`config.mk`:
```
export PLATFORM = sky130hd
export DESIGN_NAME = byte_cpu
export DESIGN_NICKNAME = d
export VERILOG_FILES = /design/src/rtl/byte_cpu_pkg.sv /design/src/rtl/byte_cpu_alu.sv /design/src/rtl/byte_cpu_regfile.sv /design/src/rtl/byte_cpu.sv
export SDC_FILE = /design/constraint.sdc
export NUM_CORES = 1
export LEC_CHECK = 0
export ABC_AREA = 1
export BUFFER_PORTS_ARGS = -buffer_cell sky130_fd_sc_hd__buf_2
export CAP_MARGIN = 20
export CORE_MARGIN = 10
export CORE_UTILIZATION = 49
export DETAILED_ROUTE_END_ITERATION = 8
export PLACE_DENSITY = 0.73
export RECOVER_POWER = 25
export SYNTH_ARGS = -nofsm -noshare
export SYNTH_HDL_FRONTEND = slang
export SYNTH_SLANG_ARGS = --single-unit
```
`constraint.sdc`:
```
create_clock -name clk -period 7.9 [get_ports clk]
set_clock_uncertainty 0.15 [all_clocks]
set_input_delay 0.395 -clock clk [delete_from_list [all_inputs] [get_ports clk]]
set_output_delay 0.395 -clock clk [all_outputs]
set_load 0.02 [all_outputs]
```
`src/rtl/byte_cpu_pkg.sv`:
```
package byte_cpu_pkg;

    localparam int DW     = 8;
    localparam int AW     = 16;
    localparam int NREG   = 4;
    localparam int RSEL_W = $clog2(NREG);
    localparam int OPC_W  = 4;

    typedef enum logic [OPC_W-1:0] {
        OP_HALT  = 4'h0,
        OP_RET   = 4'h1,
        OP_SHL   = 4'h2,
        OP_SHR   = 4'h3,
        OP_ROL   = 4'h4,
        OP_ROR   = 4'h5,
        OP_NAND  = 4'h6,
        OP_AND   = 4'h7,
        OP_OR    = 4'h8,
        OP_XOR   = 4'h9,
        OP_LOAD  = 4'hA,
        OP_STORE = 4'hB,
        OP_BREQ  = 4'hC,
        OP_BRNE  = 4'hD,
        OP_CLEQ  = 4'hE,
        OP_CLNE  = 4'hF
    } opcode_e;

    typedef enum logic [3:0] {
        S_IDLE,
        S_FETCH,
        S_DECODE,
        S_ADR_HI,
        S_ADR_LO,
        S_LOAD_WB,
        S_PUSH_LO,
        S_RET_HI,
        S_RET_LO,
        S_HALT
    } state_e;

    typedef struct packed {
        state_e          st;
        logic [AW-1:0]   ip;
        logic [AW-1:0]   rp;
        logic [DW-1:0]   ir;
        logic [DW-1:0]   tmp;
        logic [AW-1:0]   tgt;
    } core_t;

endpackage

```
`src/rtl/byte_cpu_alu.sv`:
```
module byte_cpu_alu
    import byte_cpu_pkg::*;
#(
    parameter int WIDTH = DW
) (
    input  logic [OPC_W-1:0] op,
    input  logic [WIDTH-1:0] a,
    input  logic [WIDTH-1:0] b,
    output logic [WIDTH-1:0] y,
    output logic             eq
);

    always_comb begin
        unique case (opcode_e'(op))
            OP_SHL:  y = {a[WIDTH-2:0], 1'b0};
            OP_SHR:  y = {1'b0, a[WIDTH-1:1]};
            OP_ROL:  y = {a[WIDTH-2:0], a[WIDTH-1]};
            OP_ROR:  y = {a[0], a[WIDTH-1:1]};
            OP_NAND: y = ~(a & b);
            OP_AND:  y = a & b;
            OP_OR:   y = a | b;
            OP_XOR:  y = a ^ b;
            default: y = a;
        endcase
    end

    assign eq = (a == b);

endmodule

```
`src/rtl/byte_cpu_regfile.sv`:
```
module byte_cpu_regfile #(
    parameter int N     = 4,
    parameter int WIDTH = 8,
    localparam int SW   = $clog2(N)
) (
    input  logic             clk,
    input  logic             we,
    input  logic [SW-1:0]    waddr,
    input  logic [WIDTH-1:0] wdata,
    input  logic [SW-1:0]    raddr_a,
    input  logic [SW-1:0]    raddr_b,
    output logic [WIDTH-1:0] rdata_a,
    output logic [WIDTH-1:0] rdata_b
);

    logic [WIDTH-1:0] regs_q [N];

    for (genvar i = 0; i < N; i++) begin : g_reg
        always_ff @(posedge clk) begin
            if (we && (waddr == SW'(i))) begin
                regs_q[i] <= wdata;
            end
        end
    end

    assign rdata_a = regs_q[raddr_a];
    assign rdata_b = regs_q[raddr_b];

endmodule

```
`src/rtl/byte_cpu.sv`:
```
module byte_cpu
    import byte_cpu_pkg::*;
#(
    parameter logic [15:0] IP_RESET = 16'h0000,
    parameter logic [15:0] RP_RESET = 16'hFFF0
) (
    input  logic        clk,
    input  logic        rst_n,
    input  logic        start,
    output logic [15:0] mem_addr,
    output logic [7:0]  mem_wdata,
    output logic        mem_we,
    output logic        mem_re,
    input  logic [7:0]  mem_rdata,
    output logic        halted
);

    core_t core_d, core_q;

    logic [DW-1:0]     dec_byte;
    opcode_e           dec_op;
    logic [RSEL_W-1:0] rx_f, ry_f;
    logic [DW-1:0]     rx_val, ry_val, alu_y;
    logic              regs_eq;
    logic              rf_we;
    logic [RSEL_W-1:0] rf_waddr;
    logic [DW-1:0]     rf_wdata;
    logic [AW-1:0]     tgt_now;
    logic              cond_hit;

    // In DECODE the opcode byte is still on the read bus; afterwards it is held in ir.
    assign dec_byte = (core_q.st == S_DECODE) ? mem_rdata : core_q.ir;
    assign dec_op   = opcode_e'(dec_byte[7:4]);
    assign rx_f     = dec_byte[3:2];
    assign ry_f     = dec_byte[1:0];
    assign tgt_now  = {core_q.tmp, mem_rdata};
    assign cond_hit = regs_eq ^ dec_byte[4];

    byte_cpu_regfile #(.N(NREG), .WIDTH(DW)) u_rf (
        .clk     (clk),
        .we      (rf_we),
        .waddr   (rf_waddr),
        .wdata   (rf_wdata),
        .raddr_a (rx_f),
        .raddr_b (ry_f),
        .rdata_a (rx_val),
        .rdata_b (ry_val)
    );

    byte_cpu_alu #(.WIDTH(DW)) u_alu (
        .op (dec_byte[7:4]),
        .a  (rx_val),
        .b  (ry_val),
        .y  (alu_y),
        .eq (regs_eq)
    );

    always_comb begin
        core_d    = core_q;
        mem_re    = 1'b0;
        mem_we    = 1'b0;
        mem_addr  = '0;
        mem_wdata = '0;
        rf_we     = 1'b0;
        rf_waddr  = rx_f;
        rf_wdata  = alu_y;

        unique case (core_q.st)
            S_IDLE: begin
                if (start) core_d.st = S_FETCH;
            end
            S_FETCH: begin
                mem_re    = 1'b1;
                mem_addr  = core_q.ip;
                core_d.ip = core_q.ip + 16'd1;
                core_d.st = S_DECODE;
            end
            S_DECODE: begin
                core_d.ir = mem_rdata;
                unique case (dec_op)
                    OP_HALT: core_d.st = S_HALT;
                    OP_RET: begin
                        mem_re    = 1'b1;
                        mem_addr  = core_q.rp;
                        core_d.st = S_RET_HI;
                    end
                    OP_SHL, OP_SHR, OP_ROL, OP_ROR,
                    OP_NAND, OP_AND, OP_OR, OP_XOR: begin
                        rf_we     = 1'b1;
                        core_d.st = S_FETCH;
                    end
                    default: begin
                        mem_re    = 1'b1;
                        mem_addr  = core_q.ip;
                        core_d.ip = core_q.ip + 16'd1;
                        core_d.st = S_ADR_HI;
                    end
                endcase
            end
            S_ADR_HI: begin
                core_d.tmp = mem_rdata;
                mem_re     = 1'b1;
                mem_addr   = core_q.ip;
                core_d.ip  = core_q.ip + 16'd1;
                core_d.st  = S_ADR_LO;
            end
            S_ADR_LO: begin
                core_d.st = S_FETCH;
                unique case (dec_op)
                    OP_LOAD: begin
                        mem_re    = 1'b1;
                        mem_addr  = tgt_now;
                        core_d.st = S_LOAD_WB;
                    end
                    OP_STORE: begin
                        mem_we    = 1'b1;
                        mem_addr  = tgt_now;
                        mem_wdata = rx_val;
                    end
                    OP_BREQ, OP_BRNE: begin
                        if (cond_hit) core_d.ip = tgt_now;
                    end
                    OP_CLEQ, OP_CLNE: begin
                        if (cond_hit) begin
                            mem_we     = 1'b1;
                            mem_addr   = core_q.rp - 16'd2;
                            mem_wdata  = core_q.ip[15:8];
                            core_d.rp  = core_q.rp - 16'd2;
                            core_d.tgt = tgt_now;
                            core_d.st  = S_PUSH_LO;
                        end
                    end
                    default: ;
                endcase
            end
            S_LOAD_WB: begin
                rf_we     = 1'b1;
                rf_wdata  = mem_rdata;
                core_d.st = S_FETCH;
            end
            S_PUSH_LO: begin
                mem_we    = 1'b1;
                mem_addr  = core_q.rp + 16'd1;
                mem_wdata = core_q.ip[7:0];
                core_d.ip = core_q.tgt;
                core_d.st = S_FETCH;
            end
            S_RET_HI: begin
                core_d.tmp = mem_rdata;
                mem_re     = 1'b1;
                mem_addr   = core_q.rp + 16'd1;
                core_d.st  = S_RET_LO;
            end
            S_RET_LO: begin
                core_d.ip = {core_q.tmp, mem_rdata};
                core_d.rp = core_q.rp + 16'd2;
                core_d.st = S_FETCH;
            end
            S_HALT: ;
            default: core_d.st = S_IDLE;
        endcase
    end

    always_ff @(posedge clk or negedge rst_n) begin
        if (!rst_n) begin
            core_q.st  <= S_IDLE;
            core_q.ip  <= IP_RESET;
            core_q.rp  <= RP_RESET;
            core_q.ir  <= '0;
            core_q.tmp <= '0;
            core_q.tgt <= '0;
        end else begin
            core_q <= core_d;
        end
    end

    assign halted = (core_q.st == S_HALT);

    assert_idle_quiet_R1: assert property (@(posedge clk) disable iff (!rst_n)
        (core_q.st == S_IDLE) |-> (!mem_re && !mem_we));

    assert_fetch_advance_R3: assert property (@(posedge clk) disable iff (!rst_n)
        (core_q.st == S_FETCH) |=> (core_q.ip == $past(core_q.ip) + 16'd1));

    assert_push_pair_R9: assert property (@(posedge clk) disable iff (!rst_n)
        (core_q.st == S_PUSH_LO) |-> (mem_we && $past(mem_we) &&
                                      mem_addr == $past(mem_addr) + 16'd1));

    assert_rp_even_R9: assert property (@(posedge clk) disable iff (!rst_n)
        (core_q.rp[0] == RP_RESET[0]));

    assert_ret_pop_R10: assert property (@(posedge clk) disable iff (!rst_n)
        (core_q.st == S_RET_LO) |=> (core_q.rp == $past(core_q.rp) + 16'd2));

    assert_halt_sticky_R11: assert property (@(posedge clk) disable iff (!rst_n)
        halted |=> halted);

    assert_halt_quiet_R11: assert property (@(posedge clk) disable iff (!rst_n)
        halted |-> (!mem_re && !mem_we));

endmodule

```
; Word level (Yosys, flattened, before mapping)
; Memory sizes are Yosys's and may differ from the RTL's.
; Cells that the tools add are included.
[word_totals]
ramBits = 32
memories = 1
output_inout_bits = 27
input_bits = 11
regBits = 68
[mem_list]
columns = memory, depth, word_bits, rd, rd_ports_with_merged_regs, wr, line
row1 = u_rf.regs_q, 4, 8, 2, 0, 1, byte_cpu_regfile.sv:16  ; logic [WIDTH-1:0] regs_q [N];
[op_classes]
n_addsub = 4
n_mux = 47
bitwise = 6
n_reduce_logical = 27
n_eq_ne = 33
[op_table]
columns = operator, n
row1 = 16-bit 2-to-1 mux, 6
row2 = 16-bit case mux with 2 select lines, 3
row3 = 16-bit case mux with 5 select lines, 1
row4 = 16-bit case mux with 4 select lines, 1
row5 = 8-bit case mux with 8 select lines, 1
row6 = 8-bit 2-to-1 mux, 6
row7 = "4-bit == test, second input constant", 10
row8 = "16-bit by 1-bit adder with 16-bit output, second input constant", 2
row9 = "4-bit by 3-bit == test with 1-bit output, second input constant", 8
row10 = 4-bit case mux with 8 select lines, 1
row11 = 8-bit case mux with 2 select lines, 2
row12 = 8-bit OR reduction, 4
row13 = "16-bit by 2-bit adder with 16-bit output, second input constant", 1
row14 = "4-bit by 2-bit == test with 1-bit output, second input constant", 4
row15 = "16-bit by 2-bit subtractor with 16-bit output, second input constant", 1
row16 = 1-bit 2-to-1 mux, 15
row17 = 4-bit case mux with 3 select lines, 1
row18 = 2-bit OR reduction, 6
row19 = 10-bit OR reduction, 1
row20 = 9-bit OR reduction, 1
row21 = 8-bit AND, 1
row22 = "4-bit by 1-bit == test with 1-bit output, second input constant", 2
row23 = 8-bit == test, 1
row24 = 4-bit logical NOT, 2
row25 = 23 further kinds, 36

; Depth between registers and ports, before layout
; Gate-level depths: netlist (run 1).
[logic_depth]
ltp_word = 13
mapped_depth = 24
mapped_depth_nobuf = 21

; Cells and area by module
; Synthesis (run 1) repeated with hierarchy kept, for this count alone.
[hier_totals]
cells_unflattened = 1244
hier_area_um2 = 8064.0
[by_module_without_submodules]
columns = module, area_per_inst_um2, instances, cells_per_inst
row1 = byte_cpu, 5341.4, 1, 855
row2 = byte_cpu_regfile, 1677.9, 1, 195
row3 = byte_cpu_alu, 1044.8, 1, 194

; Worst setup path after synthesis (run 1)
; OpenSTA, ideal clock, no wires.
[synth_timing]
path_type = register -> output
from = register core_q[64] (netlist name)
to = output mem_we
slack_ns = 4.407
path_stages_with_launch = 17
arrival_ns = 2.948
required_ns = 7.355
cell_sequence = dfrtp_1 > nor2_4 > nand2_4 > buf_6 > o21ai_2 > inv_1 > a32oi_1 > inv_1 > ha_1 > nor2_1 > nand2_1 > o21ai_2 > nand2_1 > nor2_4 > nand2_4 > buf_6 > o221ai_1
[synth_lines]
columns = item, line
row1 = start: declaration, byte_cpu.sv:18  ; core_t core_d, core_q;
row2 = start signal: assignment, byte_cpu.sv:173  ; core_q <= core_d;
row3 = end: declaration, byte_cpu.sv:12  ; output logic mem_we,

; Worst setup path after layout (run 1)
[layout_timing]
from = register core_q[67] (netlist name)
to = output mem_we
[layout_between]
elab_chain_cells = 8
elab_cells_between_ends = 14
classes_between = 7 x eq/ne / 4 x mux / 1 x bitwise / 1 x reduce/logical / 1 x memory
[layout_rtl]
columns = item, line
row1 = 4-bit by 2-bit == test with 1-bit output, byte_cpu.sv:32  ; assign dec_byte = (core_q.st == S_DECODE) ? mem_rdata : core_q.ir;
row2 = 8-bit 2-to-1 mux, -
row3 = memory read 4 x 8 bit, -
row4 = 8-bit == test, byte_cpu_alu.sv:27  ; assign eq = (a == b);
row5 = 1-bit bitwise XOR, byte_cpu.sv:37  ; assign cond_hit = regs_eq ^ dec_byte[4];
row6 = 1-bit 2-to-1 mux, byte_cpu.sv:124  ; if (cond_hit) begin
row7 = 1-bit case mux with 2 select lines, byte_cpu.sv:109  ; unique case (dec_op)
row8 = 1-bit case mux with 2 select lines (*), byte_cpu.sv:68  ; unique case (core_q.st)
; Mark *: on every way between the ends. The rest lies on a longest branch, timed or not.

==> results of run 1 <==
-- cell usage after synthesis (2+ instances only) --
cell / n
clkinv_1: 2
dfstp_2: 12
o21ai_0: 55
buf_4: 3
a22oi_1: 6
clkbuf_1: 17
nand4_1: 3
nand2_4: 7
nor2_2: 4
or2_2: 2
o21ai_1: 28
a21oi_1: 13
nor2_4: 6
nor2_1: 72
nand2_1: 393
a221oi_1: 7
buf_2: 11
a31oi_1: 3
inv_1: 132
nand2_2: 11
nand3_1: 71
edfxtp_1: 32
o22ai_1: 18
a32oi_1: 8
o21ai_2: 19
nor3_1: 11
dfrtp_1: 55
xnor2_1: 5
xor2_1: 25
ha_1: 19
buf_6: 8
nand3b_1: 10
inv_2: 4
-- worst max-delay path, delay by kind of cell, from the launching register on --
family                     cells  cell delay [ns]
adders and majority gates      1             0.29
buffers and inverters          3             0.34
DFF                            1             0.41
and+or+nand+nor                9             2.25
AOI/OAI and AO/OA              4             0.95
-- kinds of logic after synthesis --
kind of cell    share of synthesized area
flops                               0.356
compound gates                      0.133
buf+inv                             0.102
fa+ha+maj                          0.0319
xor+xnor                           0.0353
simple gates                        0.342
-- sequential cells by signal, summed over array words and instances (netlist names) --
name         count
core_q          67
u_rf.regs_q     32
-- area by class of cell --
class	instances	area, sq um	share of cell area
Inverter	139	527	0.0659
Clock inverter	7	82.6	0.0103
Sequential cell	99	2650	0.332
Clock buffer	9	225	0.0282
Tap cell	188	235	0.0294
Multi-Input combinational cell	804	4040	0.505
Timing Repair Buffer	44	234	0.0293
-- metal layers --
metal,wire (um),global-route usage,part of all wire
met1,8860,0.251,0.43
met2,10200,0.358,0.50
met3,1110,0.0373,0.054
met4,369,0.0553,0.018
met5,0,0,0
-- stage by stage --
stage,utilization,std cells
2_1_floorplan,-,1081
3_3_place_gp,0.512,1274
3_5_place_dp,0.512,1274
4_1_cts,0.532,1290
5_1_grt,0.532,1290
6_report,0.532,1290
-- final timing paths --
kind                                        startpoint                     end  slack, ns
worst min-delay path                             start  core_q[64]$_DFFE_PN0P_       0.20
worst min register to register   core_q[7]$_DFFE_PN0P_   core_q[7]$_DFFE_PN0P_       0.34
min in group asynchronous                        rst_n  core_q[59]$_DFFE_PN0P_       1.26
max in group asynchronous                        rst_n    core_q[25]$_DFF_PN0_       4.22
worst max-delay path            core_q[67]$_DFFE_PN0P_                  mem_we       2.72
worst max register to register  core_q[67]$_DFFE_PN0P_  core_q[60]$_DFFE_PN0P_       3.20
-- power groups by stage --
stage               Combinational [mW]  Clock, mW  Sequential [mW]
CTS                               2.47      0.474             1.04
floorplan                         1.95          0            0.978
finish                            2.50      0.468             1.04
detailed placement                2.46          0             1.05
global route                      2.83      0.490             1.07
global placement                  2.41          0             1.04
==> flow_summary.toml, run 1 <==
[die]
dieWidth_um = 143
start_util = 0.496
dieArea_sq_mm = 0.0205
die_h_um = 143
rows = 45
io_pins = 38
core_sq_mm = 0.0150

[critical_path]
crit_path_frequent_cell = "nand2_1"
cp_max_fo = 35
worstRegToRegCells = 19
cp.required_ns = 7.36
crit_arrival_ns = 4.63
crit_chain = "nor2_2, nand2_4, nand2_1, nand2_1, o21ai_1, inv_1, a32oi_1, inv_1, ha_1, nor2_1, nand2_1, o21ai_2, nand2_1, nor2_4, nand2_4, o221ai_1, buf_2"
worst_path_max_delay_cell = "nand2_1"
critical_path_class = "flip-flop to output port"
cpPeakStageDelay_ns = 0.55
startpoint_type = "flip-flop"
cp-end-kind = "output port"

[sta]
fin_crit_ns = 5.18
finalSetupViolations = 0
fin_hold_ws_ns = 0.196
layout_setup_ws_ns = 2.72
report.final.hold_viol_count = 0
rsz0062_at_grt = "false"
fmax_mhz = 193
worst_pin_slew_ns = 3.74
max_slew_margin = -1.50
timing.setup.tns_ns = 0
period_share = 0.655
drv_slew = 68

[final_layout]
final_common_cell = "nand2_1"
fillers = 1490
final_cell_area_sq_mm = 0.00800
area_delta_synth_final_pct = 7.32
diodes = 0
fin_nets = 1127
layout_common_cells = "nand2_1, inv_1, nor2_1, nand3_1"
post_route_cells_drive_above_1_share = 0.114

[yosys]
syn_inst = 1081
synth_ff_type = "dfrtp_1"
synth_seq_area_share = 0.356
synth_cell_types = 42
syn_area_sq_mm = 0.00745
synthArstFlopShare = 0.677
synth_top_area_frac = 0.198
ys_ff_latch = 99
yosysWarningCount = 0
synth_edf_count = 32
avgSynthCellArea_sq_um = 6.89
synth.area.top_cells = "nand2_1, dfrtp_1, edfxtp_1"
synth_nets = 1111
synth.largest_area_cell = "nand2_1"

[outcome]
violations = "max-capacitance violations, max-slew violations"
status = "finished with violations"

[cts]
holdBufCountCts = 0
clockBufferDepth = 2
clk_pin_slew_ns = 0.07
tritoncts = "done"
insertion_delay_ns = 0.36
ctsRootBufferMaster = "clkbuf_16"
cts_buffers = 9
cts.sinks = 99
postCtsSetupBuffers = 0
htreeDepth = 3
cts_resized = 0

[placed_design]
port_buffers = 37
gp_congestion = 0.915
dp_hpwl_um = 15300
pre_cts_ws_ns = 3.22
post_dp_cell_area_sq_mm = 0.00769

[route]
finalWirelength_um = 20600
first_pass_iters = 6
routed_via_density = 5.37
detail_route.iter0.violations = 732
wl_per_cell_um = 16.0
routed-via-count = 6933
ant_nets = 0
drc = 0

[pwr]
pwr-share-clk = 0.117
p_per_area_mw_per_mm2 = 501
combPwrFrac = 0.623
ir_worst_vdd_v = 0.000295
power.switching_mw = 2.12
total_power_mw = 4.01
p_sw_frac = 0.529
seqPwrFrac = 0.260
p_int_mw = 1.89
leakagePower_nw = 3.95

[grt]
grt_pass1_wl_um = 33400
grt.overflow.total = 0
grt_max_degree = 68
grt_usage = 0.204
antenna_found_initial = 0
grt_pass1_vias = 6454

[min_path]
holdPathStages = 5
hp-class = "primary input to flip-flop"

[run]
max-cap-violations = 1
(Power assumes the default switching activity.)
==> run 2, diff against run 1 <==
--- a/config.mk
+++ b/config.mk
@@ -5,13 +5,13 @@
 export SDC_FILE = /design/constraint.sdc
 export NUM_CORES = 1
 export LEC_CHECK = 0
-export ABC_AREA = 1
+export ABC_AREA = 0
 export BUFFER_PORTS_ARGS = -buffer_cell sky130_fd_sc_hd__buf_2
 export CAP_MARGIN = 20
 export CORE_MARGIN = 10
 export CORE_UTILIZATION = 49
 export DETAILED_ROUTE_END_ITERATION = 8
-export PLACE_DENSITY = 0.73
+export PLACE_DENSITY = 0.76
 export RECOVER_POWER = 25
 export SYNTH_ARGS = -nofsm -noshare
 export SYNTH_HDL_FRONTEND = slang
==> constraint.sdc (replaced) <==
create_clock -name clk -period 4.62 [get_ports clk]
set_clock_uncertainty 0.15 [all_clocks]
set_input_delay 0.231 -clock clk [delete_from_list [all_inputs] [get_ports clk]]
set_output_delay 0.231 -clock clk [all_outputs]
set_load 0.02 [all_outputs]
==> run 2 against run 1 <==
  * The flow still finishes with violations (max-capacitance violations, max-slew violations)
  * Count of clock-buffer cells in the layout up 2
  * Cell count down 31%
  * Critical path depth down 4
  * Power down 55%
  * Die area down 12%
  * Largest cell class unchanged
  * Largest power group is now sequential cells
  * Highest routed layer unchanged
==> flow_summary.toml, run 2 <==
[yosys]
synth_edf_count = 32
synth_top_area_frac = 0.215
synth_seq_area_share = 0.414
synth_nets = 694
synth_xor_area_frac = 0.0478
yosys.area_share.simple = 0.165
synth_cell_types = 71
synth_compound_area_frac = 0.205
syn_inst = 664
syn_area_sq_mm = 0.00641
avgSynthCellArea_sq_um = 9.65
synth.largest_area_cell = "dfrtp_1"
ys_ff_latch = 99
synth_most_common_cell = "nand2_1"
yosys-top-cells-count = "nand2_1, dfrtp_1, nor2_1"
synth_fa_ha_area_frac = 0.0371
synth_ff_type = "dfrtp_1"
synth_top_family_by_area = "compound AO/OA/AOI/OAI gates"
synth.area.top_cells = "dfrtp_1, edfxtp_1, mux4_2"
synthArstFlopShare = 0.677
synthMuxAreaShare = 0.0857
yosysWarningCount = 0

[sta]
period_share = 0.982
fmax_mhz = 220
fin_hold_ws_ns = 0.0683
fin_crit_ns = 4.54
rsz0062_at_grt = "true"
worst_pin_slew_ns = 1.71
report.final.hold_viol_count = 0
finalSetupViolations = 0
max_slew_margin = -0.140
drv_slew = 68

[critical_path]
cp.required_ns = 4.24
cp_max_fo = 6
crit_path_end = "mem_addr[1]"
cp-end-kind = "output port"
crit_arrival_ns = 4.16
worstRegToRegCells = 13
r2r_slack_ns = 0.27
timing.rr.end = "core_q[63]$_DFFE_PN0P_"
setup.worst_path.start = "core_q[66]$_DFFE_PN0P_"
r2r_start = "core_q[66]$_DFFE_PN0P_"
critical_path_class = "flip-flop to output port"
startpoint_type = "flip-flop"

[route]
finalWirelength_um = 19600
detail_route.iter0.violations = 876
first_pass_iters = 8
ant_nets = 0
routed-via-count = 5822
wl_per_cell_um = 21.9
drc = 0
routed_via_density = 6.51

[placed_design]
port_buffers = 37
numPlacedInstances = 855
dp_hpwl_um = 13200
gp_congestion = 0.931

[die]
core_sq_mm = 0.0127
dieWidth_um = 134
die_h_um = 134
rows = 41
start_util = 0.504
io_pins = 38
dieArea_sq_mm = 0.0181

[cts]
htreeDepth = 3
clk_pin_slew_ns = 0.07
insertion_delay_ns = 0.36
ctsRootBufferMaster = "clkbuf_16"
cts_buffers = 9
cts.sinks = 99
clockBufferDepth = 2
tritoncts = "done"

[final_layout]
fillers = 1095
post_route_cells_drive_above_1_share = 0.246
multi_input_area_sq_mm = 0.00366
diodes = 0
seq_area_sq_mm = 0.00265
final_common_cell = "nand2_1"
max_flop_register = "core_q"
layout.cells.non_filler = 895
largest_reg_flops = 67
layout_common_cells = "nand2_1, dfrtp_1, nor2_1, buf_4, a21oi_1"
area_delta_synth_final_pct = 18.2
largestRegisters = "core_q x67, u_rf.regs_q x32"
fin_nets = 748

[pwr]
leakagePower_nw = 3.08
p_per_area_mw_per_mm2 = 239
total_power_mw = 1.81
ir_worst_vdd_v = 0.000254

[grt]
grt_pass1_vias = 5672
grt_pass1_wl_um = 31100
grt_use_met1 = 0.266
grt_use_met2 = 0.346
met3_usage = 0.0456
grt_max_degree = 68
grt_usage = 0.215
antenna_found_initial = 0
gr-max-usage-layer = "met2"
grt.overflow.total = 0

[min_path]
hp-class = "primary input to flip-flop"

[run]
max-cap-violations = 1

[outcome]
violations = "max-capacitance violations, max-slew violations"
status = "finished with violations"
## run 2: cell types whose count changed in the layout (fill, tap and decap cells not counted), moves of 26 or more
cell / change
nor2_1: -27
nand3_1: -58
a21oi_1: +26
nand2_1: -303
inv_1: -104
o21ai_0: -33
buf_4: +39
## run 2: worst min-delay path by stage
stage | start | endpoint | slack (ns) | cells after the start
after floorplan | rst_n | core_q[0]$_DFFE_PN0P_ | -0.21 | 0
after CTS | mem_rdata[7] | core_q[7]$_DFFE_PN0P_ | 0.06 | 3
after global routing | mem_rdata[3] | core_q[3]$_DFFE_PN0P_ | 0.09 | 3
after detailed placement | core_q[12]$_DFFE_PN0P_ | core_q[12]$_DFFE_PN0P_ | 0.31 | 2
after global placement | core_q[5]$_DFFE_PN0P_ | core_q[5]$_DFFE_PN0P_ | 0.31 | 2
final | mem_rdata[0] | core_q[0]$_DFFE_PN0P_ | 0.07 | 3
## run 2: area by class of cell
class | instances | area share
well taps | 172 | 0.0284
repair buffers | 84 | 0.0818
clock inverters | 5 | 0.0102
flip-flops and latches | 99 | 0.350
multi-input cells | 494 | 0.483
clock buffers | 11 | 0.0307
inverters | 30 | 0.0154
## run 2: metrics by stage
step                      cell area, sq um  setup TNS (ns)  utilization  setup WS (ns)
after floorplan                       6430               0            -         0.0573
after global placement                6850               0        0.538          0.198
after detailed placement              6850               0        0.538          0.107
after CTS                             7410     -0.00000755        0.582    -0.00000755
after global routing                  7570          -0.120        0.595        -0.0402
final                                 7570               0        0.595         0.0822
## run 2: kinds of logic after synthesis
| family | after synthesis |
|---|---|
| AND/OR/NAND/NOR | 220 |
| AO/OA/AOI/OAI | 186 |
| flip-flops | 99 |
| buffers and inverters | 73 |
| XOR/XNOR | 35 |
| multiplexers | 32 |
| adder cells (fa/ha/maj) | 19 |
## run 2: what timing repair did
item                                   4_1_cts  5_1_grt
gates cloned                                 3        0
setup endpoints to repair                   24       25
pin swaps                                    7       11
endpoints found under the hold margin       55        0
gates resized for setup                     26       22
setup buffers                                7       12
hold buffers                                 1        0
## run 2: power breakdown
part	total (mW)	switching (mW)	internal, mW
logic	0.0966	0.0600	0.0366
clock network	0.801	0.328	0.473
registers	0.912	0.00574	0.906
## run 2: critical path, cell delays in order (launching register included)
cell and delay [ns]:
dfrtp_1 0.38, or4b_4 0.56, buf_8 0.15, mux2i_4 0.20
buf_6 0.15, mux4_2 0.55, ha_4 0.29, nor4_4 0.30
nand2_2 0.15, xnor2_4 0.19, or3_4 0.43, a21oi_2 0.16
a221o_1 0.15, buf_6 0.13
## run 2: metal layers
layer / part of all wire / vias up
met3: 0.086 / 61
met4: 0.036 / 0
met1: 0.39 / 2841
li1: - / 2598
met5: 0 / -
met2: 0.49 / 322
